`src/rtl/link_rx_port.sv`:
```
module link_rx_port #(
  parameter int BYTES_PER_WORD = 4,
  parameter int DEPTH = 2,
  localparam int WW = 8 * BYTES_PER_WORD
) (
  input  logic          clk,
  input  logic          rst_n,
  input  logic          enable,
  input  logic          lnk_clk,
  input  logic [7:0]    lnk_dat,
  output logic          lnk_ack,
  output logic [WW-1:0] rd_data,
  output logic          rd_valid,
  input  logic          rd_ready
);
  localparam int CW = (BYTES_PER_WORD > 1) ? $clog2(BYTES_PER_WORD) : 1;
  localparam int AW = (DEPTH > 1) ? $clog2(DEPTH) : 1;
  localparam int NW = $clog2(DEPTH + 1);
  localparam logic [CW-1:0] LAST  = CW'(BYTES_PER_WORD - 1);
  localparam logic [CW-1:0] FIRST = CW'(1);
  localparam logic [NW-1:0] FULL  = NW'(DEPTH);
  localparam logic [NW-1:0] NEAR  = NW'(DEPTH - 1);
  localparam logic [AW-1:0] ALAST = AW'(DEPTH - 1);

  logic          en_d1, en_act;
  logic          lc_s1, lc_s2, lc_prev;
  logic [7:0]    ld_s1, ld_s2;
  logic [CW-1:0] cnt;
  logic [WW-1:0] asm_q, asm_nx;
  logic [WW-1:0] mem [DEPTH];
  logic [AW-1:0] wr_ptr, rd_ptr;
  logic [NW-1:0] count;
  logic          ack_q, ack_nx;

  wire fall = en_act & lc_prev & ~lc_s2;
  wire rise = en_act & ~lc_prev & lc_s2;
  wire push = fall && (cnt == LAST);
  wire pop  = rd_valid && rd_ready;

  assign rd_valid = (count != '0);
  assign rd_data  = mem[rd_ptr];
  assign lnk_ack  = ack_q;

  always_comb begin
    asm_nx = asm_q;
    asm_nx[cnt*8 +: 8] = ld_s2;
  end

  always_comb begin
    ack_nx = ack_q;
    if (!en_act)
      ack_nx = 1'b0;
    else if (rise && cnt == FIRST && count >= NEAR)
      ack_nx = 1'b0;
    else if (!ack_q && cnt == '0 && count < FULL)
      ack_nx = 1'b1;
  end

  always_ff @(posedge clk or negedge rst_n) begin
    if (!rst_n) begin
      en_d1   <= 1'b0;
      en_act  <= 1'b0;
      lc_s1   <= 1'b0;
      lc_s2   <= 1'b0;
      lc_prev <= 1'b0;
      ld_s1   <= '0;
      ld_s2   <= '0;
      cnt     <= '0;
      asm_q   <= '0;
      wr_ptr  <= '0;
      rd_ptr  <= '0;
      count   <= '0;
      ack_q   <= 1'b0;
    end else begin
      en_d1   <= enable;
      en_act  <= en_d1;
      lc_s1   <= lnk_clk;
      lc_s2   <= lc_s1;
      lc_prev <= lc_s2;
      ld_s1   <= lnk_dat;
      ld_s2   <= ld_s1;
      ack_q   <= ack_nx;
      if (!en_act)
        cnt <= '0;
      else if (fall)
        cnt <= push ? '0 : cnt + FIRST;
      if (fall)
        asm_q <= asm_nx;
      if (push)
        wr_ptr <= (wr_ptr == ALAST) ? '0 : wr_ptr + AW'(1);
      if (pop)
        rd_ptr <= (rd_ptr == ALAST) ? '0 : rd_ptr + AW'(1);
      case ({push, pop})
        2'b10:   count <= count + NW'(1);
        2'b01:   count <= count - NW'(1);
        default: count <= count;
      endcase
    end
  end

  always_ff @(posedge clk) begin
    if (push)
      mem[wr_ptr] <= asm_nx;
  end

  assert_ack_low_inactive_R5: assert property (@(posedge clk) disable iff (!rst_n)
    !en_act |=> !lnk_ack);

  assert_enable_latency_R4: assert property (@(posedge clk) disable iff (!rst_n)
    $rose(lnk_ack) |-> $past(enable, 3));

  assert_ack_drop_timing_R7: assert property (@(posedge clk) disable iff (!rst_n)
    ($fell(lnk_ack) && $past(en_act)) |-> ($past(rise) && $past(cnt) == FIRST));

  assert_full_blocks_ack_R8: assert property (@(posedge clk) disable iff (!rst_n)
    (count == FULL) |-> !lnk_ack);

  assert_no_overflow_R9: assert property (@(posedge clk) disable iff (!rst_n)
    push |-> (count != FULL || pop));
endmodule

```
`config.mk`:
```
export PLATFORM = sky130hd
export DESIGN_NAME = link_rx_port
export DESIGN_NICKNAME = d
export VERILOG_FILES = /design/src/rtl/link_rx_port.sv
export SDC_FILE = /design/constraint.sdc
export NUM_CORES = 1
export LEC_CHECK = 0
export CAP_MARGIN = 10
export CORE_ASPECT_RATIO = 0.5
export CORE_MARGIN = 4
export CORE_UTILIZATION = 35
export CTS_CLUSTER_DIAMETER = 50
export DETAILED_ROUTE_END_ITERATION = 16
export GPL_TIMING_DRIVEN = 0
export SETUP_SLACK_MARGIN = 0.05
export SYNTH_ARGS = -nofsm -noshare
export SYNTH_HDL_FRONTEND = slang
export SYNTH_SLANG_ARGS = --single-unit
export TNS_END_PERCENT = 50
```
`constraint.sdc`:
```
create_clock -name clk -period 6.11 [get_ports clk]
set_input_delay 1.833 -clock clk [delete_from_list [all_inputs] [get_ports clk]]
set_output_delay 1.833 -clock clk [all_outputs]
set_load 0.05 [all_outputs]
```
Word level (Yosys, flattened, before mapping)
Memories as Yosys holds them, arrays and structs flattened.
Cells that the tools add are included.
{"block": "word_totals", "regBits": 60, "latch_bits": 0, "ram_bits": 64, "mem_bits_ro": 0, "in_bits": 13, "wordCells": 58, "memories": 1}
{"memory": "mem", "words": 2, "width": 32, "rd": 1, "rd_ports_with_merged_regs": 0, "wr": 1, "line": "30", "source": "logic [WW-1:0] mem [DEPTH];"}
{"block": "op_classes", "add_sub_neg": 6, "n_mul": 0, "n_div": 0, "n_lt_le_gt_ge": 2, "eq_ne": 6, "shift": 2, "mux": 12, "bitwise_logic": 6, "reduce_logical": 10}
{"operator": "$neg A5 Y34", "n": 1}
{"operator": "$shift A8 B34 Y32 const A", "n": 1}
{"operator": "$shiftx A8 B34 Y32", "n": 1}
{"operator": "$bwmux W32", "n": 1}
{"operator": "$mux W1", "n": 7}
{"operator": "$logic_and A1 B1 Y1", "n": 6}
{"operator": "$mux W2", "n": 3}
{"operator": "$add A2 B1 Y2 const B", "n": 2}
{"operator": "$and A1 B1 Y1", "n": 4}
{"operator": "$eq A2 B1 Y1 const B", "n": 2}
{"operator": "$eq A2 B2 Y1 const B", "n": 2}
{"operator": "$pmux W2 S2", "n": 1}
{"operator": "$reduce_bool A2 Y1", "n": 2}
{"operator": "$ne A3 B1 Y1 const B", "n": 1}
{"operator": "$add A1 B1 Y1 const B", "n": 2}
{"operator": "$ge A2 B1 Y1 const B", "n": 1}
{"operator": "$logic_not A2 Y1", "n": 1}
{"operator": "$lt A2 B2 Y1 const B", "n": 1}
{"operator": "$ne A2 B1 Y1 const B", "n": 1}
{"operator": "$not A1 Y1", "n": 2}
{"operator": "$sub A2 B1 Y2 const B", "n": 1}
{"operator": "$logic_not A1 Y1", "n": 1}

Logic depth before layout (Yosys ltp)
Gate-level depths: netlist of the first run.
{"block": "logic_depth", "ltp_word": 7, "mapped_depth": 7, "mapped_depth_nobuf": 6}

Least setup slack after synthesis of the first run
Ideal clock, no wire load.
{"block": "synth_path", "path_kind": "register to output", "startpoint": "register rd_ptr", "endpoint": "output port rd_data[10]", "arrival_time_ns": 1.345, "t_required_ns": 4.277, "path_slack_ns": 2.932, "stages_incl_launch_ff": 4, "n_path_buf": 2, "path_cell_list": "dfrtp_1 -> clkbuf_1 -> clkbuf_1 -> mux2_2"}
{"block": "synth_via", "elab_chain_cells": 1}
{"element": "start: declaration", "line": "31", "source": "logic [AW-1:0] wr_ptr, rd_ptr;"}
{"element": "start signal: assignment", "line": "92", "source": "rd_ptr <= (rd_ptr == ALAST) ? '0 : rd_ptr + AW'(1);"}
{"element": "$mem_v2 Z2 W32"}
{"element": "end: declaration", "line": "12", "source": "output logic [WW-1:0] rd_data,"}
Every way passes these cells.

Worst setup path in the final report of the first run
{"block": "layout_path", "startpoint": "register rd_ptr", "endpoint": "output port rd_data[4]"}
The elaborated chain is that of the path after synthesis.

==> results of run 1 <==
==> registers in the layout, indices dropped and copies added (netlist names), 2 cells and up <==
register and flops:
asm_q 32, cnt 2, count 2, ld_s1 8, ld_s2 8, mem 64
==> metrics by stage <==
stage | setup WS [ns] | power, mW
2_1_floorplan | 2.93 | 1.20
3_3_place_gp | 1.23 | 1.32
3_5_place_dp | 2.03 | 1.32
4_1_cts | 1.55 | 2.35
5_1_grt | 1.46 | 2.41
6_report | 1.65 | 2.32
==> cell usage in the layout (no fill, tap or decap), drive strengths merged <==
| cell type | count |
|---|---|
| clkinvlp | 1 |
| bufinv | 4 |
| nor2 | 3 |
| o31ai | 1 |
| buf | 18 |
| a21oi | 1 |
| clkinv | 8 |
| nor4bb | 2 |
| nand4bb | 1 |
| nor2b | 1 |
| and3 | 1 |
| nor4b | 1 |
| ha | 8 |
| o21ai | 42 |
| nand3 | 18 |
| clkbuf | 29 |
| clkdlybuf4s50 | 45 |
| mux2 | 32 |
| edfxtp | 64 |
| nor4 | 1 |
| xor2 | 1 |
| nor3b | 1 |
| and3b | 2 |
| dfrtp | 60 |
| nand2 | 44 |
| nand4b | 2 |
| and2 | 1 |
| xnor2 | 3 |
| nand3b | 1 |
| a22o | 24 |
| inv | 29 |
| and4bb | 1 |
| nor3 | 1 |
==> worst reg2reg max path, delay by kind of cell (launching register included) <==
family	cells	cell delay, ns
flops	1	0.60
simple gates	2	0.53
fa+ha+maj	1	0.49
buf+inv	2	0.48
compound gates	1	0.15
==> cell families (layout without fill, tap and decap cells) <==
group / count (synthesis) / in the layout
flops: 124 / 124
simple gates: 81 / 81
compound gates: 68 / 68
buf+inv: 54 / 134
mux: 32 / 32
fa+ha+maj: 8 / 8
xor+xnor: 4 / 4
==> layer usage <==
layer,share of wire,vias to the layer above,GRT usage
met3,0.066,14,0.0379
met4,0.018,0,0.0483
met1,0.48,1459,0.183
met2,0.44,72,0.184
met5,0,-,0
li1,-,1453,-
==> power breakdown <==
group / total, mW / internal [mW] / switching (mW)
logic: 0.368 / 0.144 / 0.224
registers: 0.931 / 0.913 / 0.0182
clock network: 1.02 / 0.679 / 0.342
total: 2.32 / 1.74 / 0.585
==> worst max path at each step <==
stage	start	endpoint	slack (ns)	cells past startpoint
finish	rd_ptr	rd_data[4]	1.65	4
global route	rd_ptr	rd_data[4]	1.46	4
CTS	rd_ptr	rd_data[6]	1.55	4
detailed placement	rd_ptr	rd_data[6]	2.03	4
global placement	rst_n	count[1]	1.23	1
floorplan	rd_ptr	rd_data[10]	2.93	3
==> cell usage after synthesis <==
cell / number / area [sq um]
clkbuf_1: 9 / 33.8
nand3b_1: 1 / 7.51
nand4bb_1: 1 / 11.3
clkinv_1: 1 / 3.75
a22o_1: 24 / 210
nor4_1: 1 / 6.26
nand4b_1: 2 / 17.5
nor4bb_1: 2 / 20.0
a21oi_1: 1 / 5.00
xor2_1: 1 / 8.76
and2_1: 1 / 6.26
dfrtp_1: 60 / 1500
and4bb_1: 1 / 12.5
mux2_2: 32 / 360
o21ai_0: 24 / 120
nor3b_1: 1 / 7.51
nor2b_1: 1 / 6.26
and3_1: 1 / 6.26
buf_2: 13 / 65.1
ha_1: 8 / 100
edfxtp_1: 64 / 1920
nor2_1: 3 / 11.3
nor4b_4: 1 / 23.8
and3b_1: 2 / 17.5
buf_4: 2 / 15.0
nor3_2: 1 / 10.0
nand2_1: 44 / 165
o21ai_1: 18 / 90.1
inv_1: 29 / 109
o31ai_1: 1 / 7.51
xnor2_1: 3 / 26.3
nand3_1: 18 / 90.1
==> cell type report <==
type	instances	share of cell area
clock buffers	20	0.0688
multi-input cells	193	0.214
inverters	30	0.0177
plain buffers	24	0.0179
repair buffers	48	0.0780
well taps	192	0.0378
clock inverters	12	0.0270
flip-flops and latches	124	0.539
==> out/metrics.cfg, run 1 <==
[route]
first_pass_iters = 4
drt-initial-drc-count = 163
final_antenna_net_count = 0
drc_errors = 0
totalWireLength_um = 9700
viasPerCell = 4.66
vias = 2998
wl_per_cell_um = 15.1

[yosys]
synth_compound_area_frac = 0.0866
yosys.area_share.simple = 0.0839
synth-xor-area-share = 0.00701
syn_nets = 392
synth-seq-area-share = 0.685
ys_warn_count = 0
synthMuxAreaShare = 0.0721
avgSynthCellArea_sq_um = 13.5
ys_ff_latch = 124
synth_cell_type_count = 32
syn_inst = 371
synth_fa_ha_area_frac = 0.0200
synth.cell_area_sq_um = 5000
synth_top_family_by_area = compound AO/OA/AOI/OAI gates

[floorplan]
die_area_sq_um = 16400
row_count = 30
die_width_um = 177
dieHeight_um = 92.5
start_util = 0.363
pin_count = 47
core_region_area_sq_um = 13800

[setup_path]
crit_path_max_incr_delay_ns = 0.71
critPathRequiredTime_ns = 4.28
cp_slowest_cell = clkdlybuf4s50_1
startpoint_type = flop
cp_common_cell = clkbuf_1
timing.rr.start = cnt[0]
cp.arrival_ns = 2.63
r2r-end = mem[0][22]
path_class = reg -> out
end_kind = output pin
worstPathCellList = clkbuf_1 -> clkbuf_1 -> mux2_2 -> clkdlybuf4s50_1
worst-r2r-cell-count = 6
cp.buffers_inverters = 3
worstPathMaxFanout = 10
crit_family = buffers and inverters
reg2reg_slack_ns = 3.70

[global_route]
grt_pass1_wl_um = 15900
antenna_found_initial = 0
grt_usage = 0.128
grt_remaining_overflow = 0
grt_max_degree = 33
grt_pass1_vias = 2984

[clock_tree]
clk_pin_slew_worst_paths_ns = 0.05
ctsHtreeMaxLevel = 4
ctsResizeCount = 0
clkLatencyLatePin_ns = 0.41
root_buffer = clkbuf_16
cts_hold_buf = 0
cts_tree = done
cts.sinks = 124
clock_path_buffers = 2
cts_setup_buffers = 0
cts_buffers = 17

[placed_design]
portBuffers = 46
dpl.hpwl_um = 6280
dp.cells = 611
gp_congestion = 0.758
placed_cell_area_sq_um = 5740

[sta]
min_period_over_period = 0.730
holdWs_ns = 0.340
min_period_ns = 4.46
setup_viol = 0
hold_viol = 0
relSlewSlack = 0.471
rsz0062_at_grt = false
clock_skew_ns = 0.00752
max_freq_mhz = 224
final_max_slew_viol_count = 0
worstMarginPinSlew_ns = 0.793
tns_ns = 0

[power]
power.leakage_nw = 2.46
worst_ir_drop_vdd_uv = 172
power.density_nw_per_um2 = 365

[min_path]
hold_depth = 0
min_from = ld_s1[4]
hold_path.class = reg -> reg
hold_end = ld_s2[4]

[finish]
final_cell_area_sq_um = 6350
fin_nets = 459
multi_input_area_sq_um = 1360
fin_cells = 643
nFillCells = 1215
finalCoreUtilization = 0.461
syn_to_final_growth_pct = 27.1
drive_above_1_share = 0.180
seqCellArea_sq_um = 3420
antenna_cells = 0

[outcome]
status = finished, final reports clean

[flow_run]
drv_cap = 0

Power figures use the tool's default switching activity.
==> run 2, diff against run 1 <==
==> constraint.sdc (replaced) <==
create_clock -name clk -period 4.6 [get_ports clk]
set_input_delay 1.38 -clock clk [delete_from_list [all_inputs] [get_ports clk]]
set_output_delay 1.38 -clock clk [all_outputs]
set_load 0.05 [all_outputs]
==> results of run 2 <==
Same layout as run 1 (identical final DEF). Status: finished, final reports clean.
Main changes from that run: setup slack after placement 2.03 ns -> 0.974 ns; setup slack after layout 1.65 ns -> 0.592 ns; register-to-register setup slack 3.70 ns -> 2.19 ns; total power 2.32 mW -> 3.08 mW; worst IR drop on VDD 172 uV -> 229 uV
==> run 3, diff against run 2 <==
--- a/config.mk
+++ b/config.mk
@@ -8,7 +8,7 @@
 export CAP_MARGIN = 10
 export CORE_ASPECT_RATIO = 0.5
 export CORE_MARGIN = 4
-export CORE_UTILIZATION = 35
+export CORE_UTILIZATION = 31
 export CTS_CLUSTER_DIAMETER = 50
 export DETAILED_ROUTE_END_ITERATION = 16
 export GPL_TIMING_DRIVEN = 0
==> out/metrics.cfg, run 3 (synthesized netlist as in run 1, its figures left out) <==
[route]
wl_per_cell_um = 15.3
vias = 2970
top_layer = met4
drc_errors = 0
final_antenna_net_count = 0
first_pass_iters = 4
drt-initial-drc-count = 156
wl_met3_um = 537
viasPerCell = 4.53
totalWireLength_um = 10000
wl_met2_um = 4600
drt-met1-wl_um = 4810

[setup_path]
worstPathMaxFanout = 10
startpoint_type = flop
cp.buffers_inverters = 3
cp.arrival_ns = 2.69
reg2reg_slack_ns = 2.26
cp.depth = 4
path_class = reg -> out
cp_common_cell = clkbuf_1
cp_slowest_cell = clkdlybuf4s50_1
crit_family = buffers and inverters
critPathRequiredTime_ns = 3.22
worst-r2r-cell-count = 6
worstPathCellList = clkbuf_1 -> clkbuf_1 -> mux2_2 -> clkdlybuf4s50_1
crit_path_max_incr_delay_ns = 0.73
end_kind = output pin

[power]
power.leakage_nw = 2.43
p_clk_frac = 0.395
seqPwrFrac = 0.432
total_power_mw = 2.86
combPwrFrac = 0.173
p_int_mw = 2.09
power.density_nw_per_um2 = 455
swShare = 0.269
worst_ir_drop_vdd_uv = 231
power_switching_mw = 0.770

[finish]
antenna_cells = 0
largest_reg_flops = 64
largest_register = mem
layout_commonest_cell = edfxtp_1
final_cell_mix = edfxtp_1, dfrtp_1, clkdlybuf4s50_1
fin_nets = 460
largestRegisters = mem (64), asm_q (32)
drive_above_1_share = 0.182
syn_to_final_growth_pct = 25.8
nFillCells = 1442

[sta]
holdWs_ns = 0.344
setup_viol = 0
final_max_slew_viol_count = 0
min_period_ns = 4.07
clock_skew_ns = 0.0145
rsz0062_at_grt = false
relSlewSlack = 0.456
tns_ns = 0
worstMarginPinSlew_ns = 0.815
hold_viol = 0
max_freq_mhz = 246
min_period_over_period = 0.884

[floorplan]
die_width_um = 188
pin_count = 47
die_area_sq_um = 18300
start_util = 0.320
core_region_area_sq_um = 15600
row_count = 32
dieHeight_um = 97.8

[flow_run]
drv_cap = 0

[clock_tree]
cts_setup_buffers = 0
clk_pin_slew_worst_paths_ns = 0.05
cts_hold_buf = 0
ctsHtreeMaxLevel = 4
cts.sinks = 124
clkLatencyLatePin_ns = 0.40
clock_path_buffers = 2
ctsResizeCount = 0
cts_buffers = 17
root_buffer = clkbuf_16
cts_tree = done

[global_route]
grt_pass1_vias = 3123
grt_pass1_wl_um = 16700
grt_remaining_overflow = 0
antenna_found_initial = 0
grt_usage = 0.117
grt_max_degree = 37

[placed_design]
dpl.hpwl_um = 6570
gp_congestion = 0.762
portBuffers = 46

[min_path]
hold_depth = 0
hold_path.class = reg -> reg

[outcome]
status = finished, final reports clean

==> run 3: cell count changes in the layout (fill, tap and decap cells not counted) <==
cell | before | now
clkinv_4 | 3 | 0
clkinv_1 | 3 | 2
buf_16 | 0 | 1
clkbuf_8 | 0 | 1
bufinv_16 | 4 | 0
clkinv_2 | 2 | 8
==> run 3: final timing paths <==
kind                         endpoint  startpoint
max                        rd_data[4]      rd_ptr
min                          ld_s2[6]    ld_s1[6]
max reg2reg                mem[0][19]      cnt[0]
min reg2reg                  ld_s2[6]    ld_s1[6]
max in group asynchronous       lc_s2       rst_n
min in group asynchronous   asm_q[14]       rst_n
==> run 3: layout make-up <==
type | count | area, sq um | share of cell area
sequential | 124 | 3420 | 0.545
timing repair buffer | 49 | 523 | 0.0832
clock inverter | 10 | 51.3 | 0.00816
multi-input combinational | 193 | 1360 | 0.216
tap | 204 | 255 | 0.0406
clock buffer | 21 | 450 | 0.0717
buffer | 24 | 114 | 0.0181
inverter | 30 | 113 | 0.0179
==> run 3: power groups by stage <==
stage / Sequential (mW) / Clock [mW] / Combinational, mW
floorplan: 1.26 / 0 / 0.337
global placement: 1.26 / 0 / 0.494
detailed placement: 1.26 / 0 / 0.499
CTS: 1.24 / 1.15 / 0.503
global route: 1.24 / 1.20 / 0.541
finish: 1.24 / 1.13 / 0.494
==> run 3: metal layers <==
metal,GRT usage,vias up
li1,-,1457
met1,0.162,1435
met2,0.174,72
met3,0.0339,6
met4,0.0474,0
met5,0,-
==> run 3: per-stage QoR <==
step,instance area [sq um],util,worst slack [ns],cells
floorplan,5000,-,1.80,371
global placement,5710,0.366,0.149,621
detailed placement,5780,0.370,0.917,624
CTS,6290,0.403,0.457,655
global route,6290,0.403,0.360,655
finish,6290,0.403,0.533,655
